File: src/rtl/ssp_pkg.sv
package ssp_pkg;
    localparam int DATA_W     = 16;
    localparam int Q_DEPTH    = 8;
    localparam int RATE_W     = 8;
    localparam int ADDR_W     = 12;
    localparam int BUS_W      = 32;

    localparam logic [ADDR_W-1:0] OFS_CTRL0  = 12'h000;
    localparam logic [ADDR_W-1:0] OFS_CTRL1  = 12'h004;
    localparam logic [ADDR_W-1:0] OFS_DATA   = 12'h008;
    localparam logic [ADDR_W-1:0] OFS_STAT   = 12'h00C;
    localparam logic [ADDR_W-1:0] OFS_PSC    = 12'h010;
    localparam logic [ADDR_W-1:0] OFS_PID0   = 12'hFE0;
    localparam logic [ADDR_W-1:0] OFS_PID1   = 12'hFE4;
    localparam logic [ADDR_W-1:0] OFS_PID2   = 12'hFE8;
    localparam logic [ADDR_W-1:0] OFS_PID3   = 12'hFEC;
    localparam logic [ADDR_W-1:0] OFS_CID0   = 12'hFF0;
    localparam logic [ADDR_W-1:0] OFS_CID1   = 12'hFF4;
    localparam logic [ADDR_W-1:0] OFS_CID2   = 12'hFF8;
    localparam logic [ADDR_W-1:0] OFS_CID3   = 12'hFFC;

    localparam logic [7:0] PID0_VAL = 8'h22;
    localparam logic [7:0] PID1_VAL = 8'h10;
    localparam logic [7:0] PID3_VAL = 8'h00;
    localparam logic [7:0] CID0_VAL = 8'h0D;
    localparam logic [7:0] CID1_VAL = 8'hF0;
    localparam logic [7:0] CID2_VAL = 8'h05;
    localparam logic [7:0] CID3_VAL = 8'hB1;

    typedef enum logic [1:0] {
        ST_IDLE,
        ST_LEAD,
        ST_TRAIL
    } eng_state_t;
endpackage

File: src/rtl/ssp_fifo.sv
module ssp_fifo #(
    parameter int WIDTH = 16,
    parameter int DEPTH = 8
) (
    input  logic                         clk,
    input  logic                         rst_n,
    input  logic                         push,
    input  logic [WIDTH-1:0]             wdata,
    input  logic                         pop,
    output logic [WIDTH-1:0]             rdata,
    output logic                         empty,
    output logic                         full,
    output logic [$clog2(DEPTH+1)-1:0]   count
);
    localparam int AW = (DEPTH > 1) ? $clog2(DEPTH) : 1;
    localparam int CW = $clog2(DEPTH + 1);

    logic [WIDTH-1:0] mem [DEPTH];
    logic [AW-1:0]    wr_ptr, rd_ptr;
    logic [CW-1:0]    cnt_q;
    logic             do_push, do_pop;

    assign empty   = (cnt_q == '0);
    assign full    = (cnt_q == CW'(DEPTH));
    assign do_push = push && !full;
    assign do_pop  = pop && !empty;
    assign rdata   = mem[rd_ptr];
    assign count   = cnt_q;

    function automatic logic [AW-1:0] nxt(input logic [AW-1:0] p);
        return (p == AW'(DEPTH - 1)) ? '0 : p + AW'(1);
    endfunction

    always_ff @(posedge clk or negedge rst_n) begin
        if (!rst_n) begin
            wr_ptr <= '0;
            rd_ptr <= '0;
            cnt_q  <= '0;
        end else begin
            if (do_push) wr_ptr <= nxt(wr_ptr);
            if (do_pop)  rd_ptr <= nxt(rd_ptr);
            if (do_push && !do_pop)      cnt_q <= cnt_q + CW'(1);
            else if (do_pop && !do_push) cnt_q <= cnt_q - CW'(1);
        end
    end

    always_ff @(posedge clk) begin
        if (do_push) mem[wr_ptr] <= wdata;
    end
endmodule

File: src/rtl/ssp_engine.sv
module ssp_engine
    import ssp_pkg::*;
#(
    parameter int FW = DATA_W,
    parameter int RW = RATE_W
) (
    input  logic                    clk,
    input  logic                    rst_n,
    input  logic                    enable,
    input  logic                    cpol,
    input  logic                    cpha,
    input  logic [$clog2(FW)-1:0]   dss,
    input  logic [RW-1:0]           scr,
    input  logic [RW-1:0]           cpsr,
    input  logic                    tx_empty,
    input  logic [FW-1:0]           tx_word,
    output logic                    tx_pop,
    output logic                    rx_push,
    output logic [FW-1:0]           rx_word,
    output logic                    active,
    output logic                    sclk,
    output logic                    mosi,
    output logic                    cs_n,
    input  logic                    miso
);
    localparam int SW = $clog2(FW);
    localparam int BW = $clog2(FW + 1);
    localparam int CW = 2 * RW;

    eng_state_t     st_q, st_d;
    logic [CW-1:0]  cnt_q, half_len, pre_eff;
    logic [BW-1:0]  bits_q, width;
    logic [FW-1:0]  tx_sr, rx_sr;
    logic           half_done, last_bit, more, load;

    // half period in clock cycles: (prescale/2) * (1 + rate factor)
    always_comb begin
        pre_eff  = (cpsr[RW-1:1] == '0) ? CW'(1) : CW'(cpsr[RW-1:1]);
        half_len = pre_eff * (CW'(scr) + CW'(1));
        width    = (dss < SW'(3)) ? BW'(4) : BW'(dss) + BW'(1);
    end

    assign half_done = (cnt_q >= half_len - CW'(1));
    assign last_bit  = (bits_q == BW'(1));
    assign more      = enable && !tx_empty;
    assign load      = ((st_q == ST_IDLE) && more) ||
                       ((st_q == ST_TRAIL) && half_done && last_bit && more);

    always_comb begin
        st_d = st_q;
        unique case (st_q)
            ST_IDLE:  if (more) st_d = ST_LEAD;
            ST_LEAD:  if (half_done) st_d = ST_TRAIL;
            ST_TRAIL: if (half_done) st_d = (last_bit && !more) ? ST_IDLE : ST_LEAD;
            default:  st_d = ST_IDLE;
        endcase
    end

    always_ff @(posedge clk or negedge rst_n) begin
        if (!rst_n) st_q <= ST_IDLE;
        else        st_q <= st_d;
    end

    always_ff @(posedge clk or negedge rst_n) begin
        if (!rst_n) begin
            cnt_q  <= '0;
            bits_q <= '0;
            tx_sr  <= '0;
            rx_sr  <= '0;
        end else begin
            cnt_q <= (st_q == ST_IDLE || half_done) ? '0 : cnt_q + CW'(1);
            if (load) begin
                tx_sr  <= tx_word << (BW'(FW) - width);
                rx_sr  <= '0;
                bits_q <= width;
            end else begin
                if (st_q == ST_LEAD && half_done)
                    rx_sr <= {rx_sr[FW-2:0], miso};
                if (st_q == ST_TRAIL && half_done) begin
                    tx_sr  <= tx_sr << 1;
                    bits_q <= bits_q - BW'(1);
                end
            end
        end
    end

    always_comb begin
        cs_n    = (st_q == ST_IDLE);
        active  = (st_q != ST_IDLE);
        sclk    = cpol ^ (cpha ? (st_q == ST_LEAD) : (st_q == ST_TRAIL));
        mosi    = (st_q != ST_IDLE) && tx_sr[FW-1];
        tx_pop  = load;
        rx_push = (st_q == ST_TRAIL) && half_done && last_bit;
        rx_word = rx_sr;
    end
endmodule

File: src/rtl/ssp_master.sv
module ssp_master
    import ssp_pkg::*;
#(
    parameter int FW     = DATA_W,
    parameter int DEPTH  = Q_DEPTH,
    parameter logic [3:0] ID_REV = 4'h2
) (
    input  logic               clk,
    input  logic               rst_n,
    input  logic [ADDR_W-1:0]  bus_addr,
    input  logic               bus_wr,
    input  logic               bus_rd,
    input  logic [BUS_W-1:0]   bus_wdata,
    output logic [BUS_W-1:0]   bus_rdata,
    output logic               sclk,
    output logic               mosi,
    output logic               cs_n,
    input  logic               miso
);
    localparam int QCW = $clog2(DEPTH + 1);
    localparam int SW  = $clog2(FW);

    logic [15:0]        ctrl0_q;
    logic               enable_q;
    logic [RATE_W-1:0]  cpsr_q;

    logic               tx_wr, tx_pop, tx_empty, tx_full;
    logic               rx_pop, rx_push, rx_empty, rx_full;
    logic [FW-1:0]      tx_head, rx_head, rx_word;
    logic [QCW-1:0]     tx_count, rx_count;
    logic               active, busy;
    logic [4:0]         status;

    assign tx_wr  = bus_wr && (bus_addr == OFS_DATA);
    assign rx_pop = bus_rd && (bus_addr == OFS_DATA);
    assign busy   = !tx_empty || active;
    assign status = {busy, rx_full, !rx_empty, !tx_full, tx_empty};

    always_ff @(posedge clk or negedge rst_n) begin
        if (!rst_n) begin
            ctrl0_q  <= '0;
            enable_q <= 1'b0;
            cpsr_q   <= '0;
        end else if (bus_wr) begin
            if (bus_addr == OFS_CTRL0) ctrl0_q  <= bus_wdata[15:0];
            if (bus_addr == OFS_CTRL1) enable_q <= bus_wdata[1];
            if (bus_addr == OFS_PSC)   cpsr_q   <= {bus_wdata[RATE_W-1:1], 1'b0};
        end
    end

    always_comb begin
        bus_rdata = '0;
        case (bus_addr)
            OFS_CTRL0: bus_rdata = BUS_W'(ctrl0_q);
            OFS_CTRL1: bus_rdata = BUS_W'({enable_q, 1'b0});
            OFS_DATA:  bus_rdata = rx_empty ? '0 : BUS_W'(rx_head);
            OFS_STAT:  bus_rdata = BUS_W'(status);
            OFS_PSC:   bus_rdata = BUS_W'(cpsr_q);
            OFS_PID0:  bus_rdata = BUS_W'(PID0_VAL);
            OFS_PID1:  bus_rdata = BUS_W'(PID1_VAL);
            OFS_PID2:  bus_rdata = BUS_W'({ID_REV, 4'h4});
            OFS_PID3:  bus_rdata = BUS_W'(PID3_VAL);
            OFS_CID0:  bus_rdata = BUS_W'(CID0_VAL);
            OFS_CID1:  bus_rdata = BUS_W'(CID1_VAL);
            OFS_CID2:  bus_rdata = BUS_W'(CID2_VAL);
            OFS_CID3:  bus_rdata = BUS_W'(CID3_VAL);
            default:   bus_rdata = '0;
        endcase
    end

    ssp_fifo #(.WIDTH(FW), .DEPTH(DEPTH)) u_txq (
        .clk(clk), .rst_n(rst_n),
        .push(tx_wr), .wdata(bus_wdata[FW-1:0]),
        .pop(tx_pop), .rdata(tx_head),
        .empty(tx_empty), .full(tx_full), .count(tx_count)
    );

    ssp_fifo #(.WIDTH(FW), .DEPTH(DEPTH)) u_rxq (
        .clk(clk), .rst_n(rst_n),
        .push(rx_push), .wdata(rx_word),
        .pop(rx_pop), .rdata(rx_head),
        .empty(rx_empty), .full(rx_full), .count(rx_count)
    );

    ssp_engine #(.FW(FW), .RW(RATE_W)) u_eng (
        .clk(clk), .rst_n(rst_n),
        .enable(enable_q),
        .cpol(ctrl0_q[6]), .cpha(ctrl0_q[7]),
        .dss(ctrl0_q[SW-1:0]), .scr(ctrl0_q[15:8]), .cpsr(cpsr_q),
        .tx_empty(tx_empty), .tx_word(tx_head), .tx_pop(tx_pop),
        .rx_push(rx_push), .rx_word(rx_word),
        .active(active),
        .sclk(sclk), .mosi(mosi), .cs_n(cs_n), .miso(miso)
    );
endmodule

File: config.mk
export PLATFORM = sky130hd
export DESIGN_NAME = ssp_master
export DESIGN_NICKNAME = d
export VERILOG_FILES = /design/src/rtl/ssp_pkg.sv /design/src/rtl/ssp_fifo.sv /design/src/rtl/ssp_engine.sv /design/src/rtl/ssp_master.sv
export SDC_FILE = /design/constraint.sdc
export NUM_CORES = 1
export LEC_CHECK = 0
export ABC_AREA = 1
export BUFFER_PORTS_ARGS = -buffer_cell sky130_fd_sc_hd__buf_2
export CAP_MARGIN = 40
export CORE_MARGIN = 2
export CORE_UTILIZATION = 28
export DETAILED_ROUTE_END_ITERATION = 12
export MAX_ROUTING_LAYER = met4
export PLACE_DENSITY = 0.49
export SYNTH_ARGS = -nofsm -noshare
export SYNTH_HDL_FRONTEND = slang
export SYNTH_SLANG_ARGS = --single-unit
File: constraint.sdc
create_clock -name clk -period 8.3 [get_ports clk]
set_clock_uncertainty 0.15 [all_clocks]
set_input_delay 1.66 -clock clk [delete_from_list [all_inputs] [get_ports clk]]
set_output_delay 1.66 -clock clk [all_outputs]
set_load 0.05 [all_outputs]
# Yosys cells after proc, flatten, opt, wreduce, memory -nomap -nowiden
# Memories as Yosys holds them, arrays and structs flattened.
# Index checks and enable logic that the tools add are counted.
[word_totals]
n_memories = 2
out_inout_bits = 35
elab_cells = 131
register_bits = 99
ram_bits = 256
[mem_list]
columns = ["memory", "depth", "word_bits", "read_ports", "rd_clocked_by_memory_dff", "write_ports", "line", "source"]
rows = [
  ["u_rxq.mem", 8, 16, 1, 0, 1, "ssp_fifo.sv:18", "logic [WIDTH-1:0] mem [DEPTH];"],
  ["u_txq.mem", 8, 16, 1, 0, 1, "ssp_fifo.sv:18", ""],
]
[classes]
multipliers = 1
n_bitwise = 1
n_lt_le_gt_ge = 2
shift = 1
eq_ne = 23
reduce_logical = 44
muxes = 29
n_addsub = 14
[op_table]
columns = ["cell", "n"]
rows = [
  ["$pmux 16 s12", 1],
  ["$mux 16", 6],
  ["$eq 12x12->1 const B", 7],
  ["$eq 12x4->1 const B", 2],
  ["$logic_and 1x1->1", 18],
  ["$add 16x1->16 const B", 1],
  ["$ge 16x16->1", 1],
  ["$mul 16x16->16", 1],
  ["$mux 4", 4],
  ["$shl 16x5->16", 1],
  ["$sub 16x1->16 const B", 1],
  ["$mux 5", 3],
  ["$add 3x1->3 const B", 4],
  ["$eq 12x3->1 const B", 1],
  ["$eq 12x5->1 const B", 1],
  ["$eq 3x3->1 const B", 4],
  ["$logic_not 12->1", 1],
  ["$mux 3", 4],
  ["$reduce_bool 2->1", 5],
  ["$add 8x1->9 const B", 1],
  ["$logic_not 1->1", 9],
  ["$add 4x1->4 const B", 2],
  ["$eq 4x4->1 const B", 2],
  ["$logic_not 4->1", 2],
  ["19 further kinds", 33],
]

# Longest topological paths before layout
[logic_depth]
ltp_word = 13
mapped_depth = 41

# Hierarchy
# From an unflattened synthesis, not the netlist that was laid out.
[unflattened]
cells_unflattened = 2482
hier_area_um2 = 20577.2
[by_module_without_submodules]
columns = ["mod", "n_inst", "cells_per_inst", "area_per_inst_um2", "seq_area_each_um2"]
rows = [
  ["ssp_engine", 1, 945, 6556.3, 1376.3],
  ["ssp_fifo at u_txq", 1, 640, 6125.9, 4093.9],
  ["ssp_fifo at u_rxq", 1, 639, 6123.4, 4093.9],
  ["ssp_master", 1, 258, 1771.7, 600.6],
]

# Worst setup path after synthesis
# OpenSTA, ideal clock, no wires.
[synth_timing]
path_kind = "flip-flop to flip-flop"
startpoint = "reg ctrl0_q[8]"
endpoint = "mem u_rxq.mem[3][0], enable pin"
slack_ns = 0.814
setup_ns = 0.409
synth_period_minus_slack_ns = 7.486
path_stages_with_launch = 32
arrival_time_ns = 6.927
required_time_ns = 7.741
cell_sequence = "dfrtp_1 -> inv_1 -> nor3_2 -> nand4_1 -> nor2_1 -> xor2_1 -> nor2_1 -> fa_1 -> fa_1 -> fa_1 -> inv_1 -> fa_1 -> inv_1 -> ha_1 -> a21oi_1 -> o21a_1 -> nand3_1 -> a21oi_1 -> nor2_1 -> nor2_1 -> xnor2_1 -> ha_1 -> nand2_1 -> nor3_2 -> nand3_1 -> nand3_2 -> nand2_2 -> inv_4 -> nand3_2 -> inv_2 -> nand2_1 -> nor3_1"
[synth_between]
elab_chain_len = 9
[synth_rtl]
columns = ["element", "line", "source"]
rows = [
  ["from (decl)", "ssp_master.sv:23", "logic [15:0] ctrl0_q;"],
  ["from (signal assigned)", "ssp_master.sv:45", "if (bus_addr == OFS_CTRL0) ctrl0_q <= bus_wdata[15:0];"],
  ["$add 8x1->9", "ssp_engine.sv:39", "half_len = pre_eff * (CW'(scr) + CW'(1));"],
  ["$mul 16x16->16", "ssp_engine.sv:39", ""],
  ["$sub 16x1->16", "ssp_engine.sv:43", "assign half_done = (cnt_q >= half_len - CW'(1));"],
  ["$ge 16x16->1", "ssp_engine.sv:43", ""],
  ["$logic_and 1x1->1 (2 in a row)", "ssp_engine.sv:93", "rx_push = (st_q == ST_TRAIL) && half_done && last_bit;"],
  ["$logic_and 1x1->1", "ssp_fifo.sv:25", "assign do_push = push && !full;"],
  ["net u_rxq.do_push", "ssp_fifo.sv:21", "logic do_push, do_pop;"],
  ["$mux 1", "ssp_fifo.sv:48", "if (do_push) mem[wr_ptr] <= wdata;"],
  ["$mux 1 (not written as such)", "ssp_fifo.sv:48", ""],
  ["to (decl)", "ssp_fifo.sv:18", ""],
]
# The timed path passes the listed nets, and every way through them passes these cells.

# Final worst setup path
[layout_timing]
startpoint = "reg ctrl0_q[8]"
endpoint = "reg u_rxq.cnt_q[3], in the netlist u_rxq.count[3]"
[layout_between]
elab_chain_len = 10
elab_cells_between_ends = 12
cone_classes = "add/sub: 2; mul: 1; order compare: 1; mux: 1; reduce/logical: 7"
[layout_rtl]
columns = ["element", "line", "source"]
rows = [
  ["$add 8x1->9 *", "ssp_engine.sv:39", ""],
  ["$mul 16x16->16 *", "ssp_engine.sv:39", ""],
  ["$sub 16x1->16 *", "ssp_engine.sv:43", ""],
  ["$ge 16x16->1 *", "ssp_engine.sv:43", ""],
  ["$logic_and 1x1->1 * (2 in a row)", "ssp_engine.sv:93", ""],
  ["$logic_and 1x1->1 *", "ssp_fifo.sv:25", ""],
  ["net u_rxq.do_push", "ssp_fifo.sv:21", ""],
  ["$logic_not 1->1", "ssp_fifo.sv:43", "else if (do_pop && !do_push) cnt_q <= cnt_q - CW'(1);"],
  ["$logic_and 1x1->1", "ssp_fifo.sv:43", ""],
  ["$reduce_bool 2->1 (no source line)", "n/a", ""],
  ["to (signal assigned)", "ssp_fifo.sv:42", "if (do_push && !do_pop) cnt_q <= cnt_q + CW'(1);"],
  ["to (signal assigned)", "ssp_fifo.sv:43", ""],
  ["to (decl)", "ssp_fifo.sv:20", "logic [CW-1:0] cnt_q;"],
]
# The timed path passes the listed nets; every way through them passes the cells marked *.
# A chain may end at the register's enable or synchronous reset.

==> flow_metrics.env <==
export IMPL_pin_count=84
export IMPL_r2r_start="ctrl0_q[8]"
export IMPL_total_leakage_power_nw=9.44
export IMPL_max_freq_ghz=0.130
export IMPL_drt_antenna_violating_nets=0
export IMPL_synth_area_sq_um=19100
export IMPL_rows=95
export IMPL_dp_cells=2943
export IMPL_drc=0
export IMPL_power_density_nw_per_um2=226
export IMPL_vias=14016
export IMPL_min_path_type="register to register"
export IMPL_hold_viol=0
export IMPL_final_cell_area_sq_um=22200
export IMPL_tns_ns=0
export IMPL_crit_fanout=5
export IMPL_end_kind="register"
export IMPL_die_y_microns=265
export IMPL_finalCriticalPeriod_ns=7.72
export IMPL_numCtsBuffers=44
export IMPL_r2r_slack_ns=0.58
export IMPL_gp_congestion=0.876
export IMPL_pwr_share_clk_pct=41.4
export IMPL_hpwl_microns=32800
export IMPL_grt_pass1_wl_microns=78800
export IMPL_start_util_pct=28.3
export IMPL_drtIter0Drc=977
export IMPL_combPwrFrac_pct=18.6
export IMPL_vias_per_cell=4.63
export IMPL_seq_power_share_pct=40.0
export IMPL_crit_top_cell="nand2_1"
export IMPL_clockBufferDepth=3
export IMPL_syn_avg_cell_area_sq_um=9.30
export IMPL_vdd_drop_max_mv=0.255
export IMPL_antenna_found_initial=3
export IMPL_coreArea_sq_um=67300
export IMPL_status="complete, no violations"
export IMPL_worst_slack_ns=0.583
export IMPL_ys_ff_latch=355
export IMPL_fin_cells=3026
export IMPL_placed_cell_area_sq_um=20600
export IMPL_relSlewSlack_pct=47.3
export IMPL_first_pass_iters=5
export IMPL_n_fill_cell=6895
export IMPL_grtUsageTotal_pct=14.8
export IMPL_period_share_pct=93.0
export IMPL_die_area_sq_um=70200
export IMPL_regToRegEndpoint="u_rxq.count[3]"
export IMPL_path_class="register to register"
export IMPL_port_buffers=51
export IMPL_clk_pin_slew_worst_paths_ns=0.06
export IMPL_tritoncts="done"
export IMPL_setup_viol=0
export IMPL_drv_cap=0
export IMPL_die_w_microns=265
export IMPL_globalRoute_totalOverflow=0
export IMPL_yosys_cell_types_count=48
export IMPL_synthCells=2050
export IMPL_rsz0062_at_grt="no"
export IMPL_ys_seq_area_share_pct=53.3
export IMPL_p_sw_share_pct=29.6
export IMPL_wl_microns=49900
export IMPL_yosysWarnings=0
export IMPL_syn2layout_area_growth_pct=16.3
export IMPL_worst_path_max_delay_cell="fa_1"
export IMPL_required_ns=8.61
export IMPL_crit_path_max_incr_delay_ns=0.54
export IMPL_cts_sinks=355
export IMPL_internal_power_w=0.00353
export IMPL_place_ws_ns=0.512
export IMPL_nets=2281
export IMPL_hold_path_startpoint="u_eng.tx_sr[0]"
export IMPL_p_sw_w=0.00148
export IMPL_ctsHoldBuffers=0
export IMPL_worst_slew_pin_slew_ns=0.790
export IMPL_grt_pass1_vias=13972
export IMPL_slew_viol_final=0
export IMPL_cts_max_level=2
export IMPL_crit_arrival_ns=8.03
export IMPL_layout_drive_gt1_share_pct=11.2
export IMPL_hold_end="u_eng.tx_sr[0]"
export IMPL_reg2reg_depth=41
export IMPL_post_drt_wl_per_cell_microns=16.5
export IMPL_cts_root_buffer="clkbuf_16"
export IMPL_grt_start_max_net_pins=72
export IMPL_crit_start="ctrl0_q[8]"
export IMPL_clock_latency_ns=0.58
export IMPL_hold_depth=2
export IMPL_crit_path_start_kind="register"
final cells by class:
class                      count  area (sq um)  area share (%)
timing repair buffer          95           724            3.27
sequential                   355         10200            45.8
tap                          873          1090            4.92
clock buffer                  54          1200            5.41
multi-input combinational   1346          7570            34.1
clock inverter                27           387            1.74
antenna                        1          2.50          0.0113
inverter                     275          1030            4.67
per-layer routing:
layer	GRT usage, %	part of all wire, %	vias to the layer above
met1	19.4	46	6713
met2	23.8	46	333
li1	-	-	6906
met3	2.61	5.6	64
met4	3.88	2.3	0
met5	-	0	-
flip-flops by register name, summed over array words and instances, names as in the netlist, 4 cells and up:
name and count:
u_rxq.mem 128, ctrl0_q 16, u_eng.tx_sr 16, u_eng.rx_word 16
u_txq.mem 128, cpsr_q 7, u_eng.bits_q 5, u_txq.count 4
u_eng.cnt_q 16, u_rxq.count 4
placed cells by master (no fill, tap or decap), types with 22 or more instances in the layout:
master     Yosys  final
inv_1        251    251
buf_2         26     50
dfrtp_1       99     96
nand4_1       22     22
edfxtp_1     256    256
buf_4         22     33
o22ai_1       32     32
a21oi_1       52     51
nor3_2         6     22
fa_1          41     41
nand2_1      469    467
ha_1          74     74
nand3_1      204    204
nor2_1       199    199
o21ai_0      100     98
clkbuf_16      0     45
stage by stage:
stage                     total power (W)  hold slack, ns  utilization (%)
after floorplan                   0.00273           0.299                -
after global placement            0.00295           0.321             30.5
after detailed placement          0.00298           0.322             30.6
after CTS                         0.00508           0.338             32.9
after global routing              0.00527           0.376             33.0
final                             0.00501           0.338             33.0
how the worst max path moves through the flow:
stage,cells past startpoint,slack (ns),end
floorplan,31,0.81,u_rxq.mem[3][0]
detailed placement,40,0.51,u_rxq.count[3]
global placement,41,0.50,u_rxq.count[3]
finish,41,0.58,u_rxq.count[3]
CTS,40,0.46,u_rxq.count[3]
global route,39,0.02,u_rxq.count[3]
critical path, delay by kind of cell (launching register included):
family,cells,cell delay (ns)
adder cells (fa/ha/maj),9,3.36
AND/OR/NAND/NOR,17,1.88
buffers and inverters,9,0.88
AO/OA/AOI/OAI,4,0.65
flip-flops,1,0.38
XOR/XNOR,2,0.25
power by group through the flow:
| stage | Combinational, W | Clock [W] | Sequential (W) |
|---|---|---|---|
| after detailed placement | 0.000941 | 0 | 0.00204 |
| after global placement | 0.000915 | 0 | 0.00204 |
| after floorplan | 0.000708 | 0 | 0.00202 |
| final | 0.000932 | 0.00207 | 0.00200 |
| after global routing | 0.00106 | 0.00220 | 0.00201 |
| after CTS | 0.000947 | 0.00213 | 0.00200 |
Yosys cell counts (all sizes together):
cell     instances  area [sq um]
a21oi           53           269
o21ai          116           581
o31ai            1          12.5
nand4           23           150
o21a             3          22.5
ha              74           926
xor2            24           233
or2              1          6.26
clkbuf          35           131
nand3b           7          52.6
clkinv           5          18.8
o21bai           1          7.51
conb             1          3.75
o2111ai          6          52.6
a221oi           2          17.5
nor4             1          6.26
nor2           204           783
or3              1          6.26
o22a             1          8.76
nand2          475          1800
dfrtp           99          2480
xnor2            9          78.8
inv            270          1020
nor3            36           221
a21o             2          15.0
o221ai           3          26.3
o22ai           32           200
fa              41           821
buf             54           325
nand3          211          1090
edfxtp         256          7690
o211ai           2          15.0
a31o             1          8.76
cells by family (layout without fill, tap and decap cells):
logic type               after synthesis  count (layout)  share of synthesized area (%)
AO/OA/AOI/OAI                        223             223                           6.48
XOR/XNOR                              33              33                           1.63
adder cells (fa/ha/maj)              115             115                           9.16
buffers and inverters                364             451                           7.82
flip-flops                           355             355                           53.3
other                                  1              17                         0.0197
AND/OR/NAND/NOR                      959             959                           21.6
repair_timing:
item	in CTS	in global routing
buffers inserted	0	1
gates resized for setup	0	8
endpoints found under the setup margin	0	2
Power figures use the tool's default switching activity.
